$ cat src/rtl/lrs_pkg.sv
package lrs_pkg;

  localparam int STATE_W = 3;

  typedef enum logic [STATE_W-1:0] {
    ST_IDLE = 3'd0,
    ST_CAL  = 3'd1,
    ST_EP   = 3'd2,
    ST_RP   = 3'd3,
    ST_RUN  = 3'd4
  } seq_state_e;

endpackage

$ cat src/rtl/lrs_sync.sv
module lrs_sync #(
  parameter int               WIDTH   = 3,
  parameter logic [WIDTH-1:0] RST_VAL = '0
) (
  input  logic             clk,
  input  logic             rst_n,
  input  logic [WIDTH-1:0] async_i,
  output logic [WIDTH-1:0] sync_o
);

  for (genvar i = 0; i < WIDTH; i++) begin : g_bit
    logic meta_q;
    logic stab_q;

    always_ff @(posedge clk or negedge rst_n) begin
      if (!rst_n) begin
        meta_q <= RST_VAL[i];
        stab_q <= RST_VAL[i];
      end else begin
        meta_q <= async_i[i];
        stab_q <= meta_q;
      end
    end

    assign sync_o[i] = stab_q;
  end

endmodule

$ cat src/rtl/lrs_timer.sv
module lrs_timer #(
  parameter int unsigned EP_WAIT = 50_000,
  parameter int unsigned RP_WAIT = 5_000_000
) (
  input  logic clk,
  input  logic rst_n,
  input  logic clr_i,
  output logic ep_hit_o,
  output logic rp_hit_o
);

  localparam int unsigned MAX_CNT = (EP_WAIT > RP_WAIT) ? EP_WAIT : RP_WAIT;
  localparam int          CNT_W   = $clog2(MAX_CNT + 1);
  localparam logic [CNT_W-1:0] CNT_TOP = CNT_W'(MAX_CNT);
  localparam logic [CNT_W-1:0] EP_TOP  = CNT_W'(EP_WAIT);
  localparam logic [CNT_W-1:0] RP_TOP  = CNT_W'(RP_WAIT);

  logic [CNT_W-1:0] cnt_q;
  logic [CNT_W-1:0] cnt_d;
  logic             cnt_en;

  // Saturating up-counter; clear has priority and restarts from zero.
  always_comb begin
    cnt_en = clr_i || (cnt_q != CNT_TOP);
    cnt_d  = clr_i ? '0 : cnt_q + 1'b1;
  end

  always_ff @(posedge clk or negedge rst_n) begin
    if (!rst_n) begin
      cnt_q <= '0;
    end else if (cnt_en) begin
      cnt_q <= cnt_d;
    end
  end

  assign ep_hit_o = (cnt_q >= EP_TOP);
  assign rp_hit_o = (cnt_q >= RP_TOP);

  // a clear always restarts the count from zero
  a_r4_clear_restarts: assert property (@(posedge clk) disable iff (!rst_n)
    clr_i |=> (cnt_q == '0));

  // the counter holds at its ceiling rather than wrapping
  a_r5_no_wrap: assert property (@(posedge clk) disable iff (!rst_n)
    (!clr_i && cnt_q == CNT_TOP) |=> (cnt_q == CNT_TOP));

endmodule

$ cat src/rtl/lrs_fsm.sv
module lrs_fsm
  import lrs_pkg::*;
(
  input  logic               clk,
  input  logic               rst_n,
  input  logic               cfg_s_i,
  input  logic               tx_busy_s_i,
  input  logic               rx_busy_s_i,
  input  logic               ep_hit_i,
  input  logic               rp_hit_i,
  output logic               tmr_clr_o,
  output logic               mgmt_rst_o,
  output logic               ep_rst_o,
  output logic               rp_rst_o,
  output logic               app_rst_o,
  output logic               done_o,
  output logic [STATE_W-1:0] state_o
);

  seq_state_e state_q;
  seq_state_e state_d;
  logic       state_en;
  logic       cal_clear;

  assign cal_clear = !tx_busy_s_i && !rx_busy_s_i;

  // Next-state logic. Loss of configuration overrides every other path.
  always_comb begin
    state_d = state_q;
    unique case (state_q)
      ST_IDLE: if (cfg_s_i)               state_d = ST_CAL;
      ST_CAL:  if (ep_hit_i && cal_clear) state_d = ST_EP;
      ST_EP:   if (rp_hit_i)              state_d = ST_RP;
      ST_RP:                              state_d = ST_RUN;
      ST_RUN:                             state_d = ST_RUN;
      default:                            state_d = ST_IDLE;
    endcase
    if (!cfg_s_i) state_d = ST_IDLE;
    state_en = (state_d != state_q);
  end

  always_ff @(posedge clk or negedge rst_n) begin
    if (!rst_n) begin
      state_q <= ST_IDLE;
    end else if (state_en) begin
      state_q <= state_d;
    end
  end

  // The timer runs only in the two waiting states and restarts on entry to each.
  always_comb begin
    tmr_clr_o = !((state_q == ST_CAL) || (state_q == ST_EP))
                || ((state_q == ST_CAL) && (state_d == ST_EP));
  end

  // Output decode from the state register only (no combinational input path).
  always_comb begin
    mgmt_rst_o = (state_q == ST_IDLE);
    ep_rst_o   = (state_q == ST_IDLE) || (state_q == ST_CAL);
    rp_rst_o   = (state_q == ST_IDLE) || (state_q == ST_CAL) || (state_q == ST_EP);
    app_rst_o  = (state_q != ST_RUN);
    done_o     = (state_q == ST_RUN);
    state_o    = state_q;
  end

  // management release only follows a seen configuration-done
  a_r2_mgmt_after_cfg: assert property (@(posedge clk) disable iff (!rst_n)
    $fell(mgmt_rst_o) |-> $past(cfg_s_i));

  // endpoint release requires both calibration flags clear
  a_r3_cal_gate: assert property (@(posedge clk) disable iff (!rst_n)
    $fell(ep_rst_o) |-> $past(cal_clear));

  // endpoint release requires the minimum delay from the timer
  a_r4_ep_delay: assert property (@(posedge clk) disable iff (!rst_n)
    $fell(ep_rst_o) |-> $past(ep_hit_i));

  // root-port release needs the long delay and an already released endpoint
  a_r5_rp_delay: assert property (@(posedge clk) disable iff (!rst_n)
    $fell(rp_rst_o) |-> ($past(rp_hit_i) && $past(!ep_rst_o)));

  // application release comes after the root port
  a_r6_app_last: assert property (@(posedge clk) disable iff (!rst_n)
    $fell(app_rst_o) |-> $past(!rp_rst_o));

  // configuration loss reasserts everything on the next edge
  a_r7_cfg_loss: assert property (@(posedge clk) disable iff (!rst_n)
    !cfg_s_i |=> (mgmt_rst_o && ep_rst_o && rp_rst_o && app_rst_o));

  // a released endpoint stays released while configuration holds
  a_r9_sticky: assert property (@(posedge clk) disable iff (!rst_n)
    (!ep_rst_o && cfg_s_i) |=> !ep_rst_o);

endmodule

$ cat src/rtl/link_reset_seq.sv
module link_reset_seq
  import lrs_pkg::*;
#(
  parameter int unsigned CLK_FREQ_HZ = 50_000_000,
  parameter int unsigned EP_WAIT_CYC = CLK_FREQ_HZ / 1000,
  parameter int unsigned RP_WAIT_CYC = CLK_FREQ_HZ / 10
) (
  input  logic               clk,
  input  logic               rst_n,
  input  logic               cfg_done_i,
  input  logic               tx_cal_busy_i,
  input  logic               rx_cal_busy_i,
  output logic               mgmt_rst_o,
  output logic               ep_rst_o,
  output logic               rp_rst_o,
  output logic               app_rst_o,
  output logic               seq_done_o,
  output logic [STATE_W-1:0] seq_state_o
);

  localparam int               N_SYNC   = 3;
  // Bit order {cfg, tx, rx}: configuration resets to absent, calibration to busy.
  localparam logic [N_SYNC-1:0] SYNC_RST = 3'b011;

  logic [N_SYNC-1:0] raw_in;
  logic [N_SYNC-1:0] syn_in;
  logic              tmr_clr;
  logic              ep_hit;
  logic              rp_hit;

  assign raw_in = {cfg_done_i, tx_cal_busy_i, rx_cal_busy_i};

  lrs_sync #(
    .WIDTH   (N_SYNC),
    .RST_VAL (SYNC_RST)
  ) u_sync (
    .clk     (clk),
    .rst_n   (rst_n),
    .async_i (raw_in),
    .sync_o  (syn_in)
  );

  lrs_timer #(
    .EP_WAIT (EP_WAIT_CYC),
    .RP_WAIT (RP_WAIT_CYC)
  ) u_timer (
    .clk      (clk),
    .rst_n    (rst_n),
    .clr_i    (tmr_clr),
    .ep_hit_o (ep_hit),
    .rp_hit_o (rp_hit)
  );

  lrs_fsm u_fsm (
    .clk         (clk),
    .rst_n       (rst_n),
    .cfg_s_i     (syn_in[2]),
    .tx_busy_s_i (syn_in[1]),
    .rx_busy_s_i (syn_in[0]),
    .ep_hit_i    (ep_hit),
    .rp_hit_i    (rp_hit),
    .tmr_clr_o   (tmr_clr),
    .mgmt_rst_o  (mgmt_rst_o),
    .ep_rst_o    (ep_rst_o),
    .rp_rst_o    (rp_rst_o),
    .app_rst_o   (app_rst_o),
    .done_o      (seq_done_o),
    .state_o     (seq_state_o)
  );

endmodule

$ cat config.mk
export PLATFORM = sky130hd
export DESIGN_NAME = link_reset_seq
export DESIGN_NICKNAME = d
export VERILOG_FILES = /design/src/rtl/lrs_pkg.sv /design/src/rtl/lrs_sync.sv /design/src/rtl/lrs_timer.sv /design/src/rtl/lrs_fsm.sv /design/src/rtl/link_reset_seq.sv
export SDC_FILE = /design/constraint.sdc
export NUM_CORES = 1
export LEC_CHECK = 0
export BUFFER_PORTS_ARGS = -buffer_cell sky130_fd_sc_hd__buf_2
export CAP_MARGIN = 10
export CORE_MARGIN = 1.5
export CORE_UTILIZATION = 50
export DETAILED_ROUTE_END_ITERATION = 10
export PLACE_DENSITY = 0.68
export SLEW_MARGIN = 20
export SYNTH_ARGS = -nofsm -noshare
export SYNTH_HDL_FRONTEND = slang
export SYNTH_HIERARCHICAL = 1
export SYNTH_SLANG_ARGS = --single-unit
$ cat constraint.sdc
create_clock -name clk -period 4.3 [get_ports clk]
set_input_delay 0.215 -clock clk [delete_from_list [all_inputs] [get_ports clk]]
set_output_delay 0.215 -clock clk [all_outputs]
set_load 0.005 [all_outputs]
# ---- Yosys cells after proc, flatten, opt, wreduce, memory -nomap -nowiden
# Index checks and enable logic that the tools add are counted.
dict set report totals {
  ff_bits 32
  in_bits 5
  out_inout_bits 8
  wordCells 37
}
dict set report op_classes {
  addsub 1
  n_lt_le_gt_ge 2
  eq_ne 8
  muxes 5
  reduce_logical 13
}
# operator n
set op_table {}
lappend op_table {{adder 23 x 1 -> 23 bit (second input constant)} 1}
lappend op_table {{greater-or-equal comparator 23 x 16 -> 1 bit (second input constant)} 1}
lappend op_table {{greater-or-equal comparator 23 bit (second input constant)} 1}
lappend op_table {{2-to-1 mux 23 bit} 1}
lappend op_table {{inequality test 23 bit (second input constant)} 1}
lappend op_table {{one-hot mux 3 bit (4 select lines)} 1}
lappend op_table {{== test 3 x 2 -> 1 bit (second input constant)} 3}
lappend op_table {{2-to-1 mux 3 bit} 3}
lappend op_table {{logical OR 1 bit} 5}
lappend op_table {{== test 3 x 1 -> 1 bit (second input constant)} 1}
lappend op_table {{== test 3 bit (second input constant)} 1}
lappend op_table {{logical AND 1 bit} 3}
lappend op_table {{logical NOT 1 bit} 3}
lappend op_table {{logical NOT 3 bit} 1}
lappend op_table {{inequality test 3 bit} 1}
lappend op_table {{inequality test 3 bit (second input constant)} 1}
lappend op_table {{OR reduction 2 bit} 1}

# ---- Logic depth before layout (Yosys ltp)
dict set report logic_depth {
  ltp_word 10
  ltp_mapped 10
  ltp_nobuf 9
}

# ---- By module
# The synthesis kept the hierarchy.
# module instances cells_each area_per_inst_um2 seq_area_each_um2
set by_module_without_submodules {}
lappend by_module_without_submodules {lrs_timer 1 149 1326.3 575.6}
lappend by_module_without_submodules {lrs_fsm 1 21 215.2 75.1}
lappend by_module_without_submodules {lrs_sync 1 9 177.7 155.1}

# ---- Worst setup path after synthesis
# Ideal clock, no wire load.
dict set report synth_path {
  kind {reg-to-reg}
  startpoint {reg u_timer.cnt_q[17]}
  endpoint {reg u_timer.cnt_q[16]}
  setup_time_ps 66
  t_arrival_ps 2288
  required_time_ps 4234
  slack_ps 1946
  path_stages_with_launch 8
  n_path_buf 0
  period_less_slack_ps 2354
  path_cell_list {dfrtp_1 or4_4 nor4_1 o21ai_1 nor3b_1 a311o_1 or4_1 nand2_1}
}
dict set report synth_between {
  elab_chain_cells 9
  elab_cells_between_ends 13
  classes_between {order compare (2); eq/ne (2); mux (5); reduce/logical (4)}
}
# element line
set synth_lines {}
lappend synth_lines {{start: declaration} lrs_timer.sv:18} ;# logic [CNT_W-1:0] cnt_q;
lappend synth_lines {{start signal: assignment} lrs_timer.sv:32} ;# cnt_q <= cnt_d;
lappend synth_lines {{greater-or-equal comparator 23 x 16 -> 1 bit (*)} lrs_timer.sv:36} ;# assign ep_hit_o = (cnt_q >= EP_TOP);
lappend synth_lines {{via ep_hit} link_reset_seq.sv:28} ;# logic ep_hit;
lappend synth_lines {{logical AND 1 bit (*)} lrs_fsm.sv:32} ;# ST_CAL: if (ep_hit_i && cal_clear) state_d = ST_EP;
lappend synth_lines {{2-to-1 mux 3 bit (*)} lrs_fsm.sv:32}
lappend synth_lines {{one-hot mux 3 bit (4 select lines) (*)} lrs_fsm.sv:30} ;# unique case (state_q)
lappend synth_lines {{2-to-1 mux 3 bit (*)} lrs_fsm.sv:38} ;# if (!cfg_s_i) state_d = ST_IDLE;
lappend synth_lines {{== test 3 x 2 -> 1 bit (*)} lrs_fsm.sv:53} ;# || ((state_q == ST_CAL) && (state_d == ST_EP));
lappend synth_lines {{logical AND 1 bit (*)} lrs_fsm.sv:53}
lappend synth_lines {{logical OR 1 bit (*)} lrs_fsm.sv:53}
lappend synth_lines {{via tmr_clr} link_reset_seq.sv:27} ;# logic tmr_clr;
lappend synth_lines {{2-to-1 mux 23 bit / logical OR 1 bit (equally long branches)} {lrs_timer.sv:25, lrs_timer.sv:24}}
# The timed path passes the listed nets; every way through them passes the cells marked *.
# A chain may end at the register's enable or synchronous reset.

# ---- Worst setup path after layout
# Ends and elaborated chain as after synthesis.

==> run_results.csv <==
group,metric,value,unit
sta,setup_viol,0,
synthesis,avgSynthCellArea,9.60,um2
pwr,leakagePower,0.779,nW
drt,ant_nets,0,
global_route,grt_overflow,0,
floorplan,num_rows,21,
synthesis,yosysTopAreaCellShare,40.8,%
place,port_buffers,12,
worst_setup_path,cp_max_fo,24,
synthesis,yosysWarnings,6,
floorplan,die_x,61.6,um
floorplan,dieArea,3800,um2
worst_setup_path,start_kind,"flop",
sta,slew_headroom,35.9,%
layout,antenna_cells,0,
drt,drt_iter0_drc,89,
flow_run,max-cap-violations,0,
global_route,grt_usage,20.6,%
place,place_ws,1440,ps
drt,vias,1371,
drt,drt-wirelength-per-cell,14.7,um
layout,final_nets,197,
clock_tree,clock_sinks,32,
floorplan,core_region_area,3310,um2
synthesis,yosysMostFrequentCell,"dfrtp_1",
synthesis,synthAdderAreaFrac,1.46,%
clock_tree,cts-buffers-inserted,5,
sta,fmax,345,MHz
sta,rsz0062_at_grt,"no",
synthesis,synth_commonest_cells,"dfrtp_1 (28), a21oi_1 (14), nor2_1 (14)",
sta,slew_violations,0,
clock_tree,clk_pin_slew_worst_paths,110,ps
place,place_hpwl,2420,um
layout,utilization,57.0,%
synthesis,async_flop_share,100,%
synthesis,netlist_instances,179,
sta,hold_violations,0,
synthesis,synth_compound_area_share,12.5,%
worst_setup_path,cpMaxStageDelayCell,"a311o_1",
clock_tree,clock_latency,340,ps
synthesis,synthFlopType,"dfrtp_1",
outcome,status,"finished, final reports clean",
floorplan,die_h,61.6,um
place,place_congestion,0.830,
layout,final_area,1890,um2
sta,layout_worst_path_cycle_share,67.3,%
clock_tree,cts_max_path_buffers,2,
place,placed_area,1770,um2
clock_tree,root_buffer,"clkbuf_4",
synthesis,synth_edf_count,0,
sta,worstMarginPinSlew,962,ps
clock_tree,htreeDepth,2,
synthesis,ys_top_cells_by_area,"dfrtp_1 (41%), dfstp_2 (6.1%), xor2_1 (5.6%)",
layout,finalNonFillerCells,237,
sta,setup-tns-final,0,ps
synthesis,syn_area,1720,um2
sta,finalWorstSetupSlack,1410,ps
layout,drive_gt1_share,15.7,%
worst_setup_path,worstPathArrival,3180,ps
sta,min_period,2890,ps
synthesis,synth_fp_nets,186,
worst_setup_path,crit_chain,"or4_4, nor4_1, o21ai_1, nor3b_1, a311o_1, or4_1, nand2_1",
synthesis,muxShareOfSynthArea,0,%
worst_setup_path,worstSetupPathType,"flop to flop",
pwr,power_density,298,nW/um2
worst_setup_path,slowest_delay,670,ps
layout,syn2layout_area_growth,9.83,%
floorplan,start_util,51.9,%
global_route,grt_max_degree,33,
drt,dr.pass1.iters,4,
clock_tree,cts_tree,"yes",
global_route,grt_pass1_wl,5690,um
sta,skew,11.8,ps
hold_path,min_path_type,"flop to flop",
clock_tree,cts_resized,0,
drt,drc,0,
layout,fillers,298,
synthesis,ys_seq_area_share,46.9,%
drt,vias_per_cell,5.78,
synthesis,synth_xor_area_share,6.11,%
place,dp_cells,225,
floorplan,io_pins,13,
worst_setup_path,required,4590,ps
global_route,first_global_vias,1297,
synthesis,yosys_register_bits,32,
synthesis,yosys.area_share.simple,27.9,%
synthesis,synth_cell_types,40,
worst_setup_path,critPathCaptureType,"flop",
synthesis,synth_top_area_cell,"dfrtp_1",
synthesis,synth_top_family_by_area,"simple AND/OR/NAND/NOR gates",
drt,postRouteWirelength,3480,um
pwr,peakVddDrop,0.000140,V
global_route,antenna_found_initial,0,
## where the power goes
group          switching (mW)  total, mW  internal (mW)
Clock                   0.104      0.225          0.121
Combinational          0.0150     0.0247        0.00974
Sequential            0.00544      0.313          0.308
Total                   0.124      0.563          0.439
## layout make-up
type / count / area [um2] / share of cell area [%]
multi-input combinational: 130 / 826 / 43.7
sequential: 32 / 806 / 42.7
timing repair buffer: 16 / 100 / 5.30
tap: 46 / 57.6 / 3.05
clock inverter: 3 / 42.5 / 2.25
clock buffer: 5 / 37.5 / 1.99
inverter: 5 / 18.8 / 0.994
## metal layers
layer	vias to the layer above	routed length, um	GRT usage (%)
li1	670	-	-
met4	0	26	7.60
met2	19	1700	33.1
met1	678	1660	26.7
met5	-	0	0
met3	4	99	5.67
## worst paths after layout
check,startpoint,endpoint,slack [ps],depth (start not counted)
worst max-delay path,u_timer/cnt_q[17]$_DFFE_PN0P_,u_timer/cnt_q[16]$_DFFE_PN0P_,1410,7
worst min-delay path,u_sync/g_bit[2].meta_q$_DFF_PN0_,u_sync/g_bit[2].stab_q$_DFF_PN0_,350,0
worst max register to register,u_timer/cnt_q[17]$_DFFE_PN0P_,u_timer/cnt_q[16]$_DFFE_PN0P_,1410,7
worst min register to register,u_sync/g_bit[2].meta_q$_DFF_PN0_,u_sync/g_bit[2].stab_q$_DFF_PN0_,350,0
max in group asynchronous,rst_n,u_timer/cnt_q[1]$_DFFE_PN0P_,3410,2
min in group asynchronous,rst_n,u_timer/cnt_q[17]$_DFFE_PN0P_,440,2
## cells by family (layout without fill, tap and decap cells)
group / after synthesis / in the layout
xor+xnor: 12 / 12
buf+inv: 17 / 29
flops: 32 / 32
compound gates: 34 / 34
simple gates: 82 / 82
fa+ha+maj: 2 / 2
## per-stage QoR
step | hold slack, ps | total power, mW
final | 347 | 0.563
after detailed placement | 302 | 0.342
after global routing | 370 | 0.589
after global placement | 292 | 0.340
after floorplan | -80.6 | 0.331
after CTS | 353 | 0.571
## worst max-delay path: cells and delay by family, from the launching register on
family	cells	cell delay, ps
AOI/OAI and AO/OA	2	770
and+or+nand+nor	5	1630
DFF	1	430
## layout by cell type, fill, tap and decap left out, types with 4 or more instances in the layout
master / n
nand4_1: 9
or4_1: 4
nand2b_1: 6
o21ai_1: 7
dfstp_2: 4
o31ai_1: 5
inv_1: 5
nand2_1: 9
a21oi_1: 14
clkbuf_4: 5
and3_1: 4
nor2_1: 14
or3_1: 5
dfrtp_1: 28
and2_1: 4
buf_2: 12
nand3_1: 8
xor2_1: 11
dlygate4sd3_1: 4
nor3_1: 5
## sequential cells by signal, summed over array words and instances (netlist names)
register	cells
u_timer/cnt_q	23
u_sync/g_bit.stab_q	3
u_sync/g_bit.meta_q	3
u_fsm/state_o	3
## repair_timing
item,4_1_cts,5_1_grt
setup buffers,0,0
hold buffers,4,0
endpoints found under the hold margin,31,0
Power figures use the tool's default switching activity.
